[config.mk]
export PLATFORM = sky130hd
export DESIGN_NAME = dma_reload_ctl
export DESIGN_NICKNAME = d
export VERILOG_FILES = /design/src/rtl/rld_pkg.sv /design/src/rtl/rld_mode_decode.sv /design/src/rtl/rld_field.sv /design/src/rtl/rld_seq.sv /design/src/rtl/dma_reload_ctl.sv
export SDC_FILE = /design/constraint.sdc
export NUM_CORES = 1
export LEC_CHECK = 0
export CORE_ASPECT_RATIO = 1.4
export CORE_UTILIZATION = 45
export DETAILED_ROUTE_END_ITERATION = 10
export PLACE_DENSITY = 0.75
export REMOVE_ABC_BUFFERS = 1
export SKIP_LAST_GASP = 1
export SLEW_MARGIN = 20
export SYNTH_ARGS = -nofsm -noshare
export SYNTH_HDL_FRONTEND = slang
export SYNTH_HIERARCHICAL = 1
export SYNTH_SLANG_ARGS = --single-unit
export TNS_END_PERCENT = 1
[constraint.sdc]
create_clock -name clk -period 4.2 [get_ports clk]
set_input_delay 0.84 -clock clk [delete_from_list [all_inputs] [get_ports clk]]
set_output_delay 0.84 -clock clk [all_outputs]
set_load 0.01 [all_outputs]
[src/rtl/rld_pkg.sv]
package rld_pkg;

  typedef enum logic [1:0] {
    FS_USER   = 2'd0,
    FS_REPLAY = 2'd1,
    FS_CONT   = 2'd2,
    FS_LIST   = 2'd3
  } rld_src_e;

  typedef enum logic [1:0] {
    ST_IDLE  = 2'd0,
    ST_RUN   = 2'd1,
    ST_STALL = 2'd2,
    ST_FETCH = 2'd3
  } rld_state_e;

  typedef struct packed {
    logic autoload;
    logic src_rep;
    logic dst_rep;
    logic src_list;
    logic dst_list;
  } rld_mode_t;

  typedef struct packed {
    rld_src_e src_sel;
    rld_src_e dst_sel;
    rld_src_e size_sel;
    rld_src_e ctrl_sel;
    logic     single;
    logic     fetch;
  } rld_sel_t;

  // A descriptor is needed in list modes; with autoload it takes both bits.
  function automatic logic needs_list(input rld_mode_t m);
    if (m.autoload) return m.src_list & m.dst_list;
    return m.src_list | m.dst_list;
  endfunction

  function automatic rld_src_e addr_source(input logic fetch, input logic list_bit,
                                           input logic rep_bit);
    if (fetch && list_bit) return FS_LIST;
    if (rep_bit)           return FS_REPLAY;
    return FS_CONT;
  endfunction

endpackage

[src/rtl/rld_mode_decode.sv]
module rld_mode_decode
  import rld_pkg::*;
(
  input  rld_mode_t mode,
  output rld_sel_t  sel
);

  logic single_w;
  logic fetch_w;

  assign single_w = !mode.autoload && !mode.src_list && !mode.dst_list;
  assign fetch_w  = needs_list(mode);

  always_comb begin
    sel.single = single_w;
    sel.fetch  = fetch_w;
    if (single_w) begin
      sel.src_sel  = FS_USER;
      sel.dst_sel  = FS_USER;
      sel.size_sel = FS_USER;
      sel.ctrl_sel = FS_USER;
    end else begin
      sel.src_sel  = addr_source(fetch_w, mode.src_list, mode.src_rep);
      sel.dst_sel  = addr_source(fetch_w, mode.dst_list, mode.dst_rep);
      sel.size_sel = mode.autoload ? FS_REPLAY : FS_LIST;
      sel.ctrl_sel = mode.autoload ? FS_REPLAY : FS_LIST;
    end
  end

endmodule

[src/rtl/rld_field.sv]
module rld_field
  import rld_pkg::*;
#(
  parameter int W = 32
) (
  input  logic         clk,
  input  logic         rst_n,
  input  logic         start,
  input  logic         apply,
  input  rld_src_e     sel,
  input  logic [W-1:0] usr_val,
  input  logic [W-1:0] cont_val,
  input  logic [W-1:0] list_val,
  output logic [W-1:0] act,
  output logic [W-1:0] shadow
);

  logic [W-1:0] reload_val;

  always_comb begin
    unique case (sel)
      FS_USER:   reload_val = usr_val;
      FS_REPLAY: reload_val = shadow;
      FS_CONT:   reload_val = cont_val;
      default:   reload_val = list_val;
    endcase
  end

  always_ff @(posedge clk or negedge rst_n) begin
    if (!rst_n) begin
      act    <= '0;
      shadow <= '0;
    end else if (start) begin
      act    <= usr_val;
      shadow <= usr_val;
    end else if (apply) begin
      act    <= reload_val;
    end
  end

  // a replayed field equals the copy taken at start
  p_replay_shadow_r4: assert property (@(posedge clk) disable iff (!rst_n)
    (apply && !start && sel == FS_REPLAY) |=> (act == $past(shadow)));

  // shadow only moves on a start
  p_shadow_hold_r4: assert property (@(posedge clk) disable iff (!rst_n)
    !start |=> $stable(shadow));

endmodule

[src/rtl/rld_seq.sv]
module rld_seq
  import rld_pkg::*;
(
  input  logic clk,
  input  logic rst_n,
  input  logic ch_en,
  input  logic buf_done,
  input  logic last_req,
  input  logic irq_unmasked,
  input  logic stall_clr,
  input  logic ll_valid,
  input  logic ll_next_null,
  input  logic single,
  input  logic fetch,
  output logic start,
  output logic apply,
  output logic busy,
  output logic stalled,
  output logic ll_ready,
  output logic buf_go,
  output logic done
);

  rld_state_e state_q, state_d;
  logic last_flag_q;
  logic boundary, final_buf, leave_hold, apply_plain, apply_list;

  assign start       = (state_q == ST_IDLE) && ch_en;
  assign boundary    = (state_q == ST_RUN) && buf_done;
  assign final_buf   = last_req || single || last_flag_q;
  assign leave_hold  = (boundary && !final_buf && !irq_unmasked) ||
                       ((state_q == ST_STALL) && stall_clr);
  assign apply_plain = leave_hold && !fetch;
  assign apply_list  = (state_q == ST_FETCH) && ll_valid;
  assign apply       = apply_plain || apply_list;

  always_comb begin
    state_d = state_q;
    unique case (state_q)
      ST_IDLE:  if (ch_en) state_d = ST_RUN;
      ST_RUN: begin
        if (buf_done) begin
          if (final_buf)         state_d = ST_IDLE;
          else if (irq_unmasked) state_d = ST_STALL;
          else if (fetch)        state_d = ST_FETCH;
        end
      end
      ST_STALL: if (stall_clr) state_d = fetch ? ST_FETCH : ST_RUN;
      default:  if (ll_valid)  state_d = ST_RUN;
    endcase
  end

  always_ff @(posedge clk or negedge rst_n) begin
    if (!rst_n) begin
      state_q     <= ST_IDLE;
      last_flag_q <= 1'b0;
      buf_go      <= 1'b0;
      done        <= 1'b0;
    end else begin
      state_q <= state_d;
      buf_go  <= start || apply;
      done    <= boundary && final_buf;
      if (start)           last_flag_q <= 1'b0;
      else if (apply_list) last_flag_q <= ll_next_null;
    end
  end

  assign busy     = (state_q == ST_RUN);
  assign stalled  = (state_q == ST_STALL);
  assign ll_ready = (state_q == ST_FETCH);

  // done only follows a completed buffer
  p_done_after_buf_r3: assert property (@(posedge clk) disable iff (!rst_n)
    done |-> $past(busy && buf_done));

  // a stall is entered only with the interrupt unmasked
  p_stall_entry_r8: assert property (@(posedge clk) disable iff (!rst_n)
    $rose(stalled) |-> $past(irq_unmasked && buf_done));

  // stall persists until cleared
  p_stall_hold_r8: assert property (@(posedge clk) disable iff (!rst_n)
    (stalled && !stall_clr) |=> stalled);

  // waiting for a descriptor persists until valid
  p_list_wait_r6: assert property (@(posedge clk) disable iff (!rst_n)
    (ll_ready && !ll_valid) |=> ll_ready);

  // at most one of run / stall / fetch
  p_one_phase_r2: assert property (@(posedge clk) disable iff (!rst_n)
    $onehot0({busy, stalled, ll_ready}));

  // a final boundary never stalls
  p_final_no_stall_r9: assert property (@(posedge clk) disable iff (!rst_n)
    (busy && buf_done && last_req) |=> !stalled && done);

endmodule

[src/rtl/dma_reload_ctl.sv]
module dma_reload_ctl
  import rld_pkg::*;
#(
  parameter int AW = 32,
  parameter int SW = 16,
  parameter int CW = 16
) (
  input  logic          clk,
  input  logic          rst_n,
  input  logic          cfg_autoload,
  input  logic          cfg_src_rep,
  input  logic          cfg_dst_rep,
  input  logic          cfg_src_list,
  input  logic          cfg_dst_list,
  input  logic          ch_en,
  input  logic [AW-1:0] usr_src,
  input  logic [AW-1:0] usr_dst,
  input  logic [SW-1:0] usr_size,
  input  logic [CW-1:0] usr_ctrl,
  input  logic          buf_done,
  input  logic          last_req,
  input  logic          irq_unmasked,
  input  logic          stall_clr,
  input  logic          ll_valid,
  output logic          ll_ready,
  input  logic [AW-1:0] ll_src,
  input  logic [AW-1:0] ll_dst,
  input  logic [SW-1:0] ll_size,
  input  logic [CW-1:0] ll_ctrl,
  input  logic [AW-1:0] ll_next,
  output logic [AW-1:0] act_src,
  output logic [AW-1:0] act_dst,
  output logic [SW-1:0] act_size,
  output logic [CW-1:0] act_ctrl,
  output logic          busy,
  output logic          buf_go,
  output logic          stalled,
  output logic          done
);

  localparam int WSEL = 2;

  // Start of the next adjacent buffer: base + size scaled by width
  function automatic logic [AW-1:0] next_contig(input logic [AW-1:0] base,
                                                input logic [SW-1:0] count,
                                                input logic [WSEL-1:0] wsel);
    return base + (AW'(count) << wsel);
  endfunction

  rld_mode_t mode_q, mode_in;
  rld_sel_t  sel;
  logic      start, apply;
  logic [AW-1:0] cont_src, cont_dst;
  logic [AW-1:0] shd_src, shd_dst;
  logic [SW-1:0] shd_size;
  logic [CW-1:0] shd_ctrl;

  assign mode_in = '{autoload: cfg_autoload, src_rep: cfg_src_rep, dst_rep: cfg_dst_rep,
                     src_list: cfg_src_list, dst_list: cfg_dst_list};

  always_ff @(posedge clk or negedge rst_n) begin
    if (!rst_n)     mode_q <= '0;
    else if (start) mode_q <= mode_in;
  end

  rld_mode_decode u_dec (
    .mode (mode_q),
    .sel  (sel)
  );

  rld_seq u_seq (
    .clk          (clk),
    .rst_n        (rst_n),
    .ch_en        (ch_en),
    .buf_done     (buf_done),
    .last_req     (last_req),
    .irq_unmasked (irq_unmasked),
    .stall_clr    (stall_clr),
    .ll_valid     (ll_valid),
    .ll_next_null (ll_next == '0),
    .single       (sel.single),
    .fetch        (sel.fetch),
    .start        (start),
    .apply        (apply),
    .busy         (busy),
    .stalled      (stalled),
    .ll_ready     (ll_ready),
    .buf_go       (buf_go),
    .done         (done)
  );

  assign cont_src = next_contig(act_src, act_size, act_ctrl[WSEL-1:0]);
  assign cont_dst = next_contig(act_dst, act_size, act_ctrl[WSEL-1:0]);

  rld_field #(.W(AW)) u_src (
    .clk (clk), .rst_n (rst_n), .start (start), .apply (apply), .sel (sel.src_sel),
    .usr_val (usr_src), .cont_val (cont_src), .list_val (ll_src),
    .act (act_src), .shadow (shd_src)
  );

  rld_field #(.W(AW)) u_dst (
    .clk (clk), .rst_n (rst_n), .start (start), .apply (apply), .sel (sel.dst_sel),
    .usr_val (usr_dst), .cont_val (cont_dst), .list_val (ll_dst),
    .act (act_dst), .shadow (shd_dst)
  );

  rld_field #(.W(SW)) u_size (
    .clk (clk), .rst_n (rst_n), .start (start), .apply (apply), .sel (sel.size_sel),
    .usr_val (usr_size), .cont_val (act_size), .list_val (ll_size),
    .act (act_size), .shadow (shd_size)
  );

  rld_field #(.W(CW)) u_ctrl (
    .clk (clk), .rst_n (rst_n), .start (start), .apply (apply), .sel (sel.ctrl_sel),
    .usr_val (usr_ctrl), .cont_val (act_ctrl), .list_val (ll_ctrl),
    .act (act_ctrl), .shadow (shd_ctrl)
  );

  // working registers only change on a buffer start
  p_regs_frozen_r4: assert property (@(posedge clk) disable iff (!rst_n)
    !buf_go |-> $stable({act_src, act_dst, act_size, act_ctrl}));

  // descriptor requested only in list-fed types
  p_list_only_r7: assert property (@(posedge clk) disable iff (!rst_n)
    ll_ready |-> (mode_q.src_list || mode_q.dst_list));

  // configuration frozen while the channel is active
  p_mode_frozen_r11: assert property (@(posedge clk) disable iff (!rst_n)
    (busy || stalled || ll_ready) |=> $stable(mode_q));

  // single-buffer type never reloads
  p_single_no_reload_r3: assert property (@(posedge clk) disable iff (!rst_n)
    (sel.single && (busy || stalled)) |=> !buf_go);

endmodule

==> flow_metrics.tcl <==
set metrics [dict create \
    grt_max_degree 92 \
    synth-xor-area-share 0.0366 \
    yosysWarnings 6 \
    wl_met1_mm 15.4 \
    setup_viol 0 \
    tightest_slew_ns 0.943 \
    netlist.area_leader.share 0.365 \
    vdd_drop_max_uv 388 \
    cp_top_family "compound AO/OA/AOI/OAI gates" \
    rr_worst_depth 13 \
    fin_skew_ns 0.0127 \
    power_leakage_nw 7.54 \
    cts_tree "yes" \
    drc 0 \
    grtUsageTotal 0.263 \
    cp_slowest_cell "mux4_2" \
    layout_setup_ws_ns 0.205 \
    cts.sinks 202 \
    vias_per_cell 6.02 \
    maxCapViolCount 0 \
    insertion_delay_ns 0.52 \
    ys_ff_latch 202 \
    critPathBufInv 2 \
    avgSynthCellArea_um2 12.4 \
    min_path_type "primary input to asynchronous set/reset pin" \
    top_layer "met4" \
    antenna_found_initial 4 \
    cp.required_ns 4.61 \
    critPathMaxFanout 14 \
    met3_wirelength_mm 2.41 \
    postSynthCellCount 1122 \
    htreeDepth 1 \
    dp_hpwl_mm 30.4 \
    path_cells "buf_6 -> mux4_2 -> ha_1 -> a21oi_1 -> o211ai_1 -> a21oi_1 -> o31ai_4 -> a211oi_4 -> buf_4 -> nor3b_1 -> xor2_1 -> mux4_1 -> a221o_1" \
    max_stage_delay_ns 0.55 \
    grt_pass1_vias 11700 \
    initialDrtViolationCount 589 \
    io_pins 338 \
    path_clk_slew_ns 0.06 \
    area_growth_pct 32.8 \
    numCtsBuffers 22 \
    clock_path_buffers 3 \
    die_x_um 150 \
    fin_crit_sh 0.951 \
    pre_cts_ws_ns 0.0900 \
    final_hold_viol_count 0 \
    yosys-top-cells-count "202 x dfrtp_1, 101 x mux2_2, 99 x and2_1" \
    synth-edff-count 0 \
    fin_util 0.611 \
    yosysMostFrequentCell "dfrtp_1" \
    synth_cell_types 81 \
    synth_flop_cell "dfrtp_1" \
    synth_area_leaders "dfrtp_1 36%, mux4_2 14%, mux2_2 8.2%" \
    power.density_mw_per_mm2 925 \
    total_power_mw 17.0 \
    synthAdderAreaFrac 0.0379 \
    r2r_slack_ns 0.20 \
    cp-start-kind "flop" \
    grt_overflow_total 0 \
    fin_nets 1718 \
    cp_common_cell "a21oi_1" \
    cts_root_buf "clkbuf_16" \
    core_mm2 0.0301 \
    die_area_mm2 0.0315 \
    start_util 0.460 \
    wl_met2_mm 21.4 \
    place.gp.congestion 0.892 \
    outcome "finished, final reports clean" \
    slew_headroom 0.371 \
    crit_type "flop to flop" \
    rsz0062_at_grt "no" \
    r2r-end "u_src/act[25]" \
    arrival_ns 4.40 \
    synth-simple-area-share 0.109 \
    endpoint_kind "flop" \
    first_pass_iters 4 \
    reg2reg_from "u_ctrl/act[0]" \
    postRouteWirelength_mm 41.2 \
    rows 75 \
    placed_cells 1796 \
    fin_cells 1843 \
    finalCriticalPeriod_ns 4.00 \
    synth_top_cell_by_area "dfrtp_1" \
    muxShareOfSynthArea 0.264 \
    grt_first_pass_wirelength_mm 63.9 \
    num_vias 11100 \
    port_buffers 337 \
    slew_viol_final 0 \
    synth_top_family_by_area "multiplexers" \
    dieHeight_um 210 \
    antenna_left 0 \
    ys_seq_area_frac 0.365 \
    timing.fmax_mhz 250 \
    drive_above_1_share 0.214 \
    whs_ns 0.310 \
    wl_per_cell_um 22.3 \
    synthesis.area_mm2 0.0139 \
    synthArstFlopShare 1.00 \
    synth_compound_area_frac 0.151 \
]
## repair_timing
| action | in CTS | in global routing |
|---|---|---|
| gates resized for setup | 0 | 2 |
| hold buffers | 0 | 0 |
| setup buffers | 0 | 3 |
| endpoints found under the setup margin | 0 | 19 |
## kinds of logic after synthesis
group	count (synthesis)
buffers and inverters	97
multiplexers	215
AND/OR/NAND/NOR	261
adder cells (fa/ha/maj)	42
XOR/XNOR	58
AO/OA/AOI/OAI	247
flip-flops	202
## cell type report
class | instances | area, um2
fill | 2405 | 11700
multi-input combinational | 823 | 8340
sequential | 202 | 5060
timing repair buffer | 373 | 3700
clock buffer | 29 | 647
tap | 385 | 482
clock inverter | 10 | 114
inverter | 17 | 63.8
antenna | 4 | 10.0
## cell usage in the layout (no fill, tap or decap), types with 12 or more instances in the layout
cell and n:
clkdlybuf4s50_1 336, dfrtp_1 201, mux2_2 101, and2_1 97, a221o_1 97, mux4_2 86
a21oi_1 49, ha_1 42, nand2_1 37, xnor2_1 35, buf_4 32, nor2_1 31
xor2_1 23, clkbuf_16 22, a21o_1 19, mux4_1 18, o21ai_0 14, inv_1 14
nand3_1 12
## where the power goes
group | internal [mW] | switching, mW
sequential | 2.93 | 0.955
combinational | 5.94 | 5.15
clock | 1.21 | 0.846
## layer usage
| metal | global-route usage | vias up |
|---|---|---|
| li1 | - | 5041 |
| met1 | 0.306 | 5567 |
| met2 | 0.466 | 397 |
| met3 | 0.0407 | 96 |
| met4 | 0.125 | 0 |
| met5 | 0 | - |
## state kept, by name (all words and copies together) (netlist names)
signal,flops
u_seq/state_q,2
mode_q,5
u_size/shadow,16
u_seq/buf_go,1
u_dst/shadow,32
u_ctrl/act,16
u_dst/act,32
u_ctrl/shadow,16
u_src/shadow,32
u_src/act,32
u_seq/done,1
u_seq/last_flag_q,1
u_size/act,16
## metrics by stage
step	TNS [ns]	cell area [um2]
3_5_place_dp	0	17600
2_1_floorplan	-279.39	13400
3_3_place_gp	0	17600
4_1_cts	0	18300
5_1_grt	0	18400
6_report	0	18400
## worst max-delay path by stage
| stage | end | from | slack [ns] | cells past startpoint |
|---|---|---|---|---|
| 3_5_place_dp | u_src/act[25] | u_ctrl/act[0] | 0.09 | 12 |
| 6_report | u_src/act[25] | u_ctrl/act[0] | 0.20 | 13 |
| 3_3_place_gp | u_src/act[25] | u_ctrl/act[0] | 0.17 | 12 |
| 2_1_floorplan | u_dst/act[0] | ch_en | -2.36 | 3 |
| 5_1_grt | u_src/act[31] | u_ctrl/act[0] | 0.04 | 12 |
| 4_1_cts | u_src/act[25] | u_ctrl/act[0] | 0.06 | 12 |
(Power assumes the default switching activity.)
